===== src/rtl/pss_pkg.sv =====
// Shared encodings for the pattern step sequencer.
// Assumes a four-bit event per terminal: kind in the upper pair, value in the lower.
package pss_pkg;
    localparam int EVT_W = 4;

    localparam logic [1:0] OP_NONE = 2'b00;
    localparam logic [1:0] OP_DRV  = 2'b01;
    localparam logic [1:0] OP_MEAS = 2'b10;

    localparam logic [1:0] VAL_0 = 2'b00;
    localparam logic [1:0] VAL_1 = 2'b01;
    localparam logic [1:0] VAL_Z = 2'b10;
    localparam logic [1:0] VAL_X = 2'b11;

    typedef struct packed {
        logic [1:0] op;
        logic [1:0] val;
    } evt_t;
endpackage


===== src/rtl/pss_prog.sv =====
// Built-in self-test program, computed from the step index (no stored table).
// Loop body of four steps repeated LOOP_N times, then a drive and a flag check.
// Assumes IDXW is wide enough to hold 4*LOOP_N+2 and the terminal indices are distinct.
module pss_prog
    import pss_pkg::*;
#(
    parameter int NTERM  = 4,
    parameter int LOOP_N = 1024,
    parameter int IDXW   = 16,
    parameter int A1_T   = 0,
    parameter int B_T    = 1,
    parameter int C_T    = 2
) (
    input  logic [IDXW-1:0]        idx,
    output logic [NTERM*EVT_W-1:0] step,
    output logic                   last
);
    localparam logic [IDXW-1:0] BODY_LEN = IDXW'(4 * LOOP_N);
    localparam logic [IDXW-1:0] LAST_IDX = IDXW'(4 * LOOP_N + 1);

    // Select the event set for the current index.
    always_comb begin
        step = '0;
        if (idx < BODY_LEN) begin
            case (idx[1:0])
                2'd0:    step[A1_T*EVT_W +: EVT_W] = {OP_DRV, VAL_0};
                2'd1:    step[A1_T*EVT_W +: EVT_W] = {OP_DRV, VAL_1};
                2'd2:    step[A1_T*EVT_W +: EVT_W] = {OP_DRV, VAL_0};
                default: step[C_T*EVT_W +: EVT_W]  = {OP_MEAS, VAL_0};
            endcase
        end else if (idx == BODY_LEN) begin
            step[A1_T*EVT_W +: EVT_W] = {OP_DRV, VAL_0};
        end else begin
            step[B_T*EVT_W +: EVT_W] = {OP_MEAS, VAL_1};
        end
    end

    assign last = (idx == LAST_IDX);
endmodule


===== src/rtl/pss_lane.sv =====
// One terminal lane: holds the driven state across steps and holds a
// one-step measure expectation, producing a mismatch for the compare cycle.
// Assumes apply is high only for a legal step; clr restarts the lane for a new run.
module pss_lane
    import pss_pkg::*;
(
    input  logic clk,
    input  logic rst_n,
    input  logic clr,
    input  logic apply,
    input  evt_t evt,
    input  logic pin_in,
    output logic drv,
    output logic oe,
    output logic meas_on,
    output logic cmp_en,
    output logic miss
);
    logic [1:0] exp_q;

    // Drive state: persists until a later 0, 1 or Z drive.
    always_ff @(posedge clk) begin
        if (!rst_n || clr) begin
            drv <= 1'b0;
            oe  <= 1'b0;
        end else if (apply && evt.op == OP_DRV) begin
            case (evt.val)
                VAL_0:   begin drv <= 1'b0; oe <= 1'b1; end
                VAL_1:   begin drv <= 1'b1; oe <= 1'b1; end
                VAL_Z:   begin drv <= 1'b0; oe <= 1'b0; end
                default: begin drv <= drv;  oe <= oe;   end
            endcase
        end
    end

    // Measure state: lives for exactly one cycle after its step.
    always_ff @(posedge clk) begin
        if (!rst_n || clr) begin
            meas_on <= 1'b0;
            exp_q   <= VAL_X;
        end else begin
            meas_on <= apply && (evt.op == OP_MEAS);
            exp_q   <= evt.val;
        end
    end

    assign cmp_en = meas_on && !exp_q[1];
    assign miss   = cmp_en && (pin_in != exp_q[0]);

    p_meas_one_step_r5: assert property (@(posedge clk) disable iff (!rst_n)
        !apply |=> !meas_on);
    p_drive_holds_r4: assert property (@(posedge clk) disable iff (!rst_n)
        (!apply && !clr) |=> ($stable(drv) && $stable(oe)));
    p_z_release_r3: assert property (@(posedge clk) disable iff (!rst_n)
        (apply && !clr && evt.op == OP_DRV && evt.val == VAL_Z) |=> !oe);
endmodule


===== src/rtl/pattern_step_seq.sv =====
// Stored-pattern step sequencer: consumes one step per cycle from the built-in
// program or the loader port, applies drives, compares measures, and reports
// done, illegal-step error and first-failure index.
// Assumes start is a pulse; the source choice is captured when start is taken.
module pattern_step_seq
    import pss_pkg::*;
#(
    parameter int NTERM  = 4,
    parameter int LOOP_N = 1024,
    parameter int IDXW   = 16,
    parameter int A1_T   = 0,
    parameter int B_T    = 1,
    parameter int C_T    = 2
) (
    input  logic                   clk,
    input  logic                   rst_n,
    input  logic                   cfg_en,
    input  logic                   start,
    input  logic                   src_ld,
    input  logic                   ld_valid,
    input  logic [NTERM*4-1:0]     ld_step,
    input  logic                   ld_last,
    input  logic [NTERM-1:0]       term_in,
    output logic [NTERM-1:0]       term_drv,
    output logic [NTERM-1:0]       term_oe,
    output logic [NTERM-1:0]       meas_on,
    output logic [NTERM-1:0]       cmp_en,
    output logic                   busy,
    output logic                   done,
    output logic                   err,
    output logic                   fail,
    output logic [IDXW-1:0]        fail_step
);
    localparam int SW = NTERM * EVT_W;

    logic             running, fin, src_q;
    logic [IDXW-1:0]  idx, cur_idx;
    logic [SW-1:0]    prog_step, step;
    logic             prog_last, step_last, step_vld, step_bad, apply, start_ok;
    logic [NTERM-1:0] is_drv, is_meas, miss;

    pss_prog #(
        .NTERM(NTERM), .LOOP_N(LOOP_N), .IDXW(IDXW),
        .A1_T(A1_T), .B_T(B_T), .C_T(C_T)
    ) u_prog (
        .idx  (idx),
        .step (prog_step),
        .last (prog_last)
    );

    assign start_ok  = start && cfg_en && !running && !fin;
    assign step      = src_q ? ld_step : prog_step;
    assign step_last = src_q ? ld_last : prog_last;
    assign step_vld  = running && cfg_en && (src_q ? ld_valid : 1'b1);
    assign step_bad  = (|is_drv) && (|is_meas);
    assign apply     = step_vld && !step_bad;

    for (genvar i = 0; i < NTERM; i++) begin : g_lane
        evt_t ev;
        assign ev         = evt_t'(step[i*EVT_W +: EVT_W]);
        assign is_drv[i]  = (ev.op == OP_DRV);
        assign is_meas[i] = (ev.op == OP_MEAS);
        pss_lane u_lane (
            .clk     (clk),
            .rst_n   (rst_n),
            .clr     (start_ok),
            .apply   (apply),
            .evt     (ev),
            .pin_in  (term_in[i]),
            .drv     (term_drv[i]),
            .oe      (term_oe[i]),
            .meas_on (meas_on[i]),
            .cmp_en  (cmp_en[i]),
            .miss    (miss[i])
        );
    end

    // Run control, step index and result flags.
    always_ff @(posedge clk) begin
        if (!rst_n) begin
            running   <= 1'b0;
            fin       <= 1'b0;
            src_q     <= 1'b0;
            done      <= 1'b0;
            err       <= 1'b0;
            fail      <= 1'b0;
            idx       <= '0;
            cur_idx   <= '0;
            fail_step <= '0;
        end else if (start_ok) begin
            running   <= 1'b1;
            fin       <= 1'b0;
            src_q     <= src_ld;
            done      <= 1'b0;
            err       <= 1'b0;
            fail      <= 1'b0;
            idx       <= '0;
            fail_step <= '0;
        end else begin
            if (step_vld && step_bad) begin
                err     <= 1'b1;
                running <= 1'b0;
            end else if (apply) begin
                idx     <= idx + 1'b1;
                cur_idx <= idx;
                if (step_last) begin
                    running <= 1'b0;
                    fin     <= 1'b1;
                end
            end
            if (fin) begin
                fin  <= 1'b0;
                done <= 1'b1;
            end
            if ((|miss) && !fail) begin
                fail      <= 1'b1;
                fail_step <= cur_idx;
            end
        end
    end

    assign busy = running;

    p_idle_hold_r2: assert property (@(posedge clk) disable iff (!rst_n)
        (!busy && !start_ok) |=> ($stable(term_oe) && $stable(term_drv)));
    p_bad_halts_r7: assert property (@(posedge clk) disable iff (!rst_n)
        (step_vld && step_bad && !start_ok) |=> (err && !busy && !done));
    p_done_excl_r7: assert property (@(posedge clk) disable iff (!rst_n)
        !(done && err));
    p_fail_sticky_r8: assert property (@(posedge clk) disable iff (!rst_n)
        (fail && !start_ok) |=> (fail && $stable(fail_step)));
    p_done_idle_r9: assert property (@(posedge clk) disable iff (!rst_n)
        $rose(done) |-> !busy);
endmodule


===== config.mk =====
export PLATFORM = sky130hd
export DESIGN_NAME = pattern_step_seq
export DESIGN_NICKNAME = d
export VERILOG_FILES = /design/src/rtl/pss_pkg.sv /design/src/rtl/pss_prog.sv /design/src/rtl/pss_lane.sv /design/src/rtl/pattern_step_seq.sv
export SDC_FILE = /design/constraint.sdc
export NUM_CORES = 1
export LEC_CHECK = 0
export BUFFER_PORTS_ARGS = -buffer_cell sky130_fd_sc_hd__buf_2
export CORE_MARGIN = 2
export CORE_UTILIZATION = 45
export DETAILED_ROUTE_END_ITERATION = 12
export GPL_ROUTABILITY_DRIVEN = 0
export PLACE_DENSITY = 0.64
export SLEW_MARGIN = 25
export SYNTH_ARGS = -nofsm -noshare
export SYNTH_HDL_FRONTEND = slang
export SYNTH_SLANG_ARGS = --single-unit

===== constraint.sdc =====
create_clock -name clk -period 3.3 [get_ports clk]
set_input_delay 0.825 -clock clk [delete_from_list [all_inputs] [get_ports clk]]
set_output_delay 0.825 -clock clk [all_outputs]
set_load 0.05 [all_outputs]

Yosys cells after proc, flatten, opt, wreduce, memory -nomap -nowiden
Index checks and enable logic that the tools add are counted.

storage, ports and cells
  bits in registers = 74
  bits of input ports = 27
  output and inout port bits = 36
  logic and storage cells = 154

cells by class
  add/subtract/negate cells = 1
  magnitude comparators = 1
  eq/ne operators = 24
  multiplexer cells = 23
  bitwise logic cells = 4
  reductions and logical operators = 76

operators by type and width
  kind                                                          number
  == test 16 x 13 -> 1 bit, second input constant               2
  logical AND 1 bit                                             25
  2-to-1 mux 4 bit                                              5
  AND reduction 2 bit                                           10
  OR reduction 2 bit                                            10
  == test 2 x 1 -> 1 bit, second input constant                 9
  == test 2 bit, second input constant                          9
  adder 16 x 1 -> 16 bit, second input constant                 1
  less-than comparator 16 x 13 -> 1 bit, second input constant  1
  2-to-1 mux 16 bit                                             1
  one-hot mux 1 bit (2 select lines)                            8
  nonzero test 2 bit                                            8
  OR reduction 4 bit                                            3
  logical NOT 2 bit                                             5
  logical NOT 1 bit                                             9
  2-to-1 mux 1 bit                                              7
  one-hot mux 3 bit (2 select lines)                            1
  nonzero test 3 bit                                            2
  OR reduction 5 bit                                            1
  inequality test 1 bit                                         4
  NOT 1 bit                                                     4
  2-to-1 mux 3 bit                                              1
  AND reduction 3 bit                                           1
  OR reduction 3 bit                                            1
  logical OR 1 bit                                              1

Longest topological paths before layout
  word-level depth = 13
  gate-level depth with buffers = 9
  depth with buffers taken out = 6

Hierarchy
Synthesis repeated with hierarchy kept, for this count alone.

unflattened totals
  cell total of the unflattened synthesis = 415
  area, all modules = 3547.2 µm²

modules (own cells, without submodules)
  module            times used  cells an instance  area an instance (µm²)  sequential area each (µm²)
  pattern_step_seq  1           311                2513.7                  1081.0
  pss_lane          4           19                 206.4                   100.1
  pss_prog          1           28                 207.7                   0.0

Least setup slack after synthesis
OpenSTA, ideal clock, no wires.

  path type = input to register
  from = input ld_step[2]
  to = register g_lane[2].u_lane.drv
  setup time = 0.095 ns
  arrival time = 2.215 ns
  required time = 3.205 ns
  setup slack = 0.989 ns
  cell stages on the path = 6
  path buffers = 0
  path through = or2b_1 > a21oi_1 > nor3_2 > o21ai_1 > or4_1 > a221oi_1

between the ends
  cells in the longest elaborated chain, start to end = 8
  elaborated cells between the ends (all ways) = 10
  those cells by class = 2 x eq/ne; 1 x mux; 7 x reduce/logical

RTL lines
  element                                                  RTL line                                        RTL
  from (decl)                                              pattern_step_seq.sv:21                          input logic [NTERM*4-1:0] ld_step,
  2-to-1 mux 16 bit (*)                                    pattern_step_seq.sv:52                          assign step = src_q ? ld_step : prog_step;
  == test 2 x 1 -> 1 bit or == test 2 bit (tied branches)  pattern_step_seq.sv:61, pattern_step_seq.sv:62
  OR reduction 4 bit                                       pattern_step_seq.sv:55                          assign step_bad = (|is_drv) && (|is_meas);
  logical AND 1 bit (*)                                    pattern_step_seq.sv:55
  logical NOT 1 bit (*)                                    pattern_step_seq.sv:56                          assign apply = step_vld && !step_bad;
  logical AND 1 bit (*)                                    pattern_step_seq.sv:56
  logical AND 1 bit (*)                                    pss_lane.sv:26                                  end else if (apply && evt.op == OP_DRV) begin
  AND reduction 2 bit (no source line) (*)                 -
  to (signal assigned)                                     pss_lane.sv:28                                  VAL_0: begin drv <= 1'b0; oe <= 1'b1; end
  to (signal assigned)                                     pss_lane.sv:29                                  VAL_1: begin drv <= 1'b1; oe <= 1'b1; end
  to (signal assigned)                                     pss_lane.sv:30                                  VAL_Z: begin drv <= 1'b0; oe <= 1'b0; end
  to (decl)                                                pss_lane.sv:13                                  output logic drv,

Every way passes the cells marked *; elsewhere a longest branch is shown, timed or not.
A chain may end at the register's enable or synchronous reset.

Worst setup path in the final report
  from = input ld_step[15]
  to = register fin

between the ends
  cells in the longest elaborated chain, start to end = 8
  elaborated cells between the ends (all ways) = 11
  those cells by class = 2 x eq/ne; 1 x mux; 1 x bitwise; 7 x reduce/logical

RTL lines
  element                                                  RTL line                                        RTL
  2-to-1 mux 16 bit (*)                                    pattern_step_seq.sv:52
  == test 2 x 1 -> 1 bit or == test 2 bit (tied branches)  pattern_step_seq.sv:61, pattern_step_seq.sv:62
  OR reduction 4 bit                                       pattern_step_seq.sv:55
  logical AND 1 bit (*)                                    pattern_step_seq.sv:55
  logical NOT 1 bit                                        pattern_step_seq.sv:56
  logical AND 1 bit                                        pattern_step_seq.sv:56
  NOT 1 bit (no source line)                               -
  OR reduction 5 bit (no source line) (*)                  -
  to (signal assigned)                                     pattern_step_seq.sv:82                          fin <= 1'b0;
  to (signal assigned)                                     pattern_step_seq.sv:92                          fin <= 1'b0;
  to (signal assigned)                                     pattern_step_seq.sv:108                         fin <= 1'b1;
  to (decl)                                                pattern_step_seq.sv:36                          logic running, fin, src_q;

Marked as above.

==> results.py <==
metrics = {
    "detailed_routing": {
        "vias": 2641,
        "ant_nets": 0,
        "initialDrtViolationCount": 158,
        "wl_per_cell_um": 13.3,
        "drt_first_pass_iters": 4,
        "drc": 0,
        "routed_via_density": 4.99,
        "wl_um": 7020,
    },
    "final_layout": {
        "fillers": 727,
        "fin_area_um2": 3780,
        "nets": 456,
        "drive_gt1_share_pct": 22.6,
        "diodes": 0,
        "final_cell_count_no_fill": 529,
        "syn_to_final_growth_pct": 15.4,
    },
    "global_routing": {
        "grt_max_degree": 34,
        "grt_pass1_wl_um": 11400,
        "grt_pass1_vias": 2415,
        "grt_overflow": 0,
        "grt_use_total_pct": 18.2,
        "antenna_found_initial": 0,
    },
    "timing": {
        "tightest_slew_ps": 660,
        "holdWs_ps": 443,
        "rsz0062_at_grt": "no",
        "relSlewSlack_pct": 56.0,
        "skew_ps": 6.81,
        "finalSetupViolCount": 0,
        "setup_tns_ps": 0,
        "finalHoldViolCount": 0,
        "slew_viol_final": 0,
        "finalCriticalPeriod_ps": 2310,
        "fmax_ghz": 0.433,
        "fin_crit_sh_pct": 70.0,
    },
    "worst_hold_path": {
        "hold_path_depth": 2,
        "hold_end": "g_lane[3].u_lane.drv$_SDFFE_PP0P_",
        "min_path_type": "reg2reg",
        "min_from": "g_lane[3].u_lane.drv$_SDFFE_PP0P_",
    },
    "run_status": {
        "status": "finished, final reports clean",
    },
    "worst_setup_path": {
        "end_kind": "flop",
        "crit_arrival_ps": 2570,
        "startpoint_type": "primary input",
        "crit_required_ps": 3560,
        "r2r-end": "fin$_SDFF_PP0_",
        "critPathLaunch": "ld_step[15]",
        "timing.rr.start": "src_q$_SDFFE_PN0P_",
        "reg2reg_slack_ps": 1010,
        "worstSetupPathType": "in2reg",
        "worstPathMaxFanout": 16,
        "reg2regPathDepth": 7,
    },
    "logic_synthesis": {
        "synth_area_leaders": "dfxtp_1 45%, nand3_1 6.0%, nand2_1 5.5%",
        "synth_top_area_cell": "dfxtp_1",
        "synthFlopType": "dfxtp_1",
        "synth_seq_area_share_pct": 45.2,
        "syn-num-nets": 409,
        "synth_edf_count": 0,
        "syn_area_um2": 3280,
        "synth_top_cell_area_share_pct": 45.2,
        "syn_area_per_cell_um2": 8.67,
        "yosysWarningCount": 0,
        "yosysUniqueCellTypes": 51,
        "async_flop_share_pct": 0,
        "ys_seq_elements": 74,
        "syn_inst": 378,
    },
    "power_and_ir_drop": {
        "combPwrFrac_pct": 6.8,
        "internal-power_mw": 1.31,
        "seqPwrFrac_pct": 52.7,
        "switching_share_pct": 24.2,
        "switchingPower_mw": 0.419,
        "vdd_drop_max_mv": 0.195,
        "p_leak_nw": 1.60,
        "power.density_nw_per_um2": 458,
        "pwr-share-clk_pct": 40.6,
    },
    "clock_network": {
        "cts_sinks": 74,
        "htree_levels": 3,
        "cts_setup_buffers": 0,
        "cts_resized": 0,
        "cts_tree": "built",
        "root_buffer": "clkbuf_8",
        "clk_pin_slew_ps": 80,
        "insertion_delay_ps": 340,
        "hold_buffers": 0,
        "cts_buffer_depth": 2,
        "numCtsBuffers": 9,
    },
    "floorplanning": {
        "initial_core_util_pct": 45.9,
        "ioPinCount": 63,
        "dieArea_um2": 7980,
        "die_w_um": 89.3,
        "die_y_um": 89.3,
        "row_count": 31,
        "coreArea_um2": 7140,
    },
    "placed_design": {
        "dp_hpwl_um": 5280,
        "placed_area_um2": 3580,
        "post-place-cells": 513,
        "port_buffers": 62,
    },
    "job": {
        "cap_violations": 0,
    },
}
[routing by layer]
metal  vias to the layer above  global-route usage (%)  part of all wire (%)  wire (µm)
met5                         -                       0                     0          0
met4                         0                    6.92                   1.8        123
met3                        12                    3.51                   3.5        246
met2                        45                    28.1                    47       3290
met1                      1200                    25.1                    48       3360
li1                       1384                       -                     -          -
[cell families (layout without fill, tap and decap cells)]
| kind of cell | after synthesis | after routing | share of synthesized area, % |
|---|---|---|---|
| AOI/OAI and AO/OA | 48 | 48 | 10.6 |
| xor gates and xnor gates | 18 | 18 | 4.81 |
| adders and majority gates | 4 | 4 | 1.53 |
| buffers and inverters | 47 | 99 | 8.02 |
| DFF | 74 | 74 | 45.2 |
| muxes | 17 | 17 | 5.19 |
| and+or+nand+nor | 170 | 170 | 24.6 |
[through the flow]
stage                     power (mW)  setup slack, ps  util, %
after floorplan                 1.01              989        -
final                           1.73              991     53.0
after global routing            1.80              863     53.0
after CTS                       1.75             1020     53.0
after global placement          1.05              734     50.1
after detailed placement        1.05              659     50.1
[layout make-up]
class / count / area, µm² / share of cell area (%)
clock buffers: 10 / 138 / 3.64
flip-flops and latches: 74 / 1480 / 39.2
repair buffers: 71 / 390 / 10.3
well taps: 99 / 124 / 3.28
multi-input cells: 257 / 1530 / 40.5
clock inverters: 6 / 66.3 / 1.75
inverters: 12 / 50.0 / 1.32
[critical path: stages]
cell and delay (ps):
buf_2 100, nor2b_1 130, nor3_1 230, and2_1 190, buf_4 210, o21a_1 410
nand2_1 240, nor3b_1 220
[cell usage in the layout, fill, tap and decap left out, types with 3 or more instances in the layout]
master      instances
clkinvlp_4          3
o21ai_0            10
ha_1                4
o2111ai_1           3
xnor2_1             3
nor4_1              4
nor2b_1             9
inv_1              11
clkbuf_8           10
o31ai_1             3
xor2_1             15
nor3_1              8
or4_1               4
nand2_1            48
dfxtp_1            74
o21ai_1             3
nor2_1             42
mux2i_1            17
a21oi_1            10
buf_4               8
nand3_1            39
and4_1              3
buf_2              62
[worst max-delay path by stage]
stage	to	slack, ps
2_1_floorplan	g_lane[2].u_lane.drv$_SDFFE_PP0P_	990
3_3_place_gp	fin$_SDFF_PP0_	730
3_5_place_dp	fin$_SDFF_PP0_	660
4_1_cts	fin$_SDFF_PP0_	1020
5_1_grt	fin$_SDFF_PP0_	860
6_report	fin$_SDFF_PP0_	990
[cells in the mapped netlist, types with 3 or more instances]
library cell  number
nor2b_1            9
nor4_1             4
and4_1             3
o31ai_1            3
o2111ai_1          3
clkbuf_1          11
ha_1               4
o21ai_0           10
dfxtp_1           74
o21ai_1            3
nor3_1             8
mux2i_1           17
xor2_1            15
xnor2_1            3
nor2_1            42
inv_1             11
nand2_1           48
a21oi_1           10
or4_1              4
nand3_1           39
buf_4             17
buf_1              3
[power by group through the flow]
| stage | Sequential (mW) | Clock (mW) | Combinational [mW] |
|---|---|---|---|
| detailed placement | 0.934 | 0 | 0.118 |
| global route | 0.914 | 0.758 | 0.129 |
| global placement | 0.934 | 0 | 0.116 |
| CTS | 0.913 | 0.717 | 0.118 |
| floorplan | 0.933 | 0 | 0.0751 |
| finish | 0.913 | 0.703 | 0.117 |
[flip-flops by register name, indices dropped and copies added, names as in the netlist, 4 cells and up]
name                   flops
idx                       16
cur_idx                   16
g_lane.u_lane.exp_q        8
g_lane.u_lane.meas_on      4
fail_step                 16
g_lane.u_lane.drv          4
g_lane.u_lane.oe           4
Power figures use the tool's default switching activity.
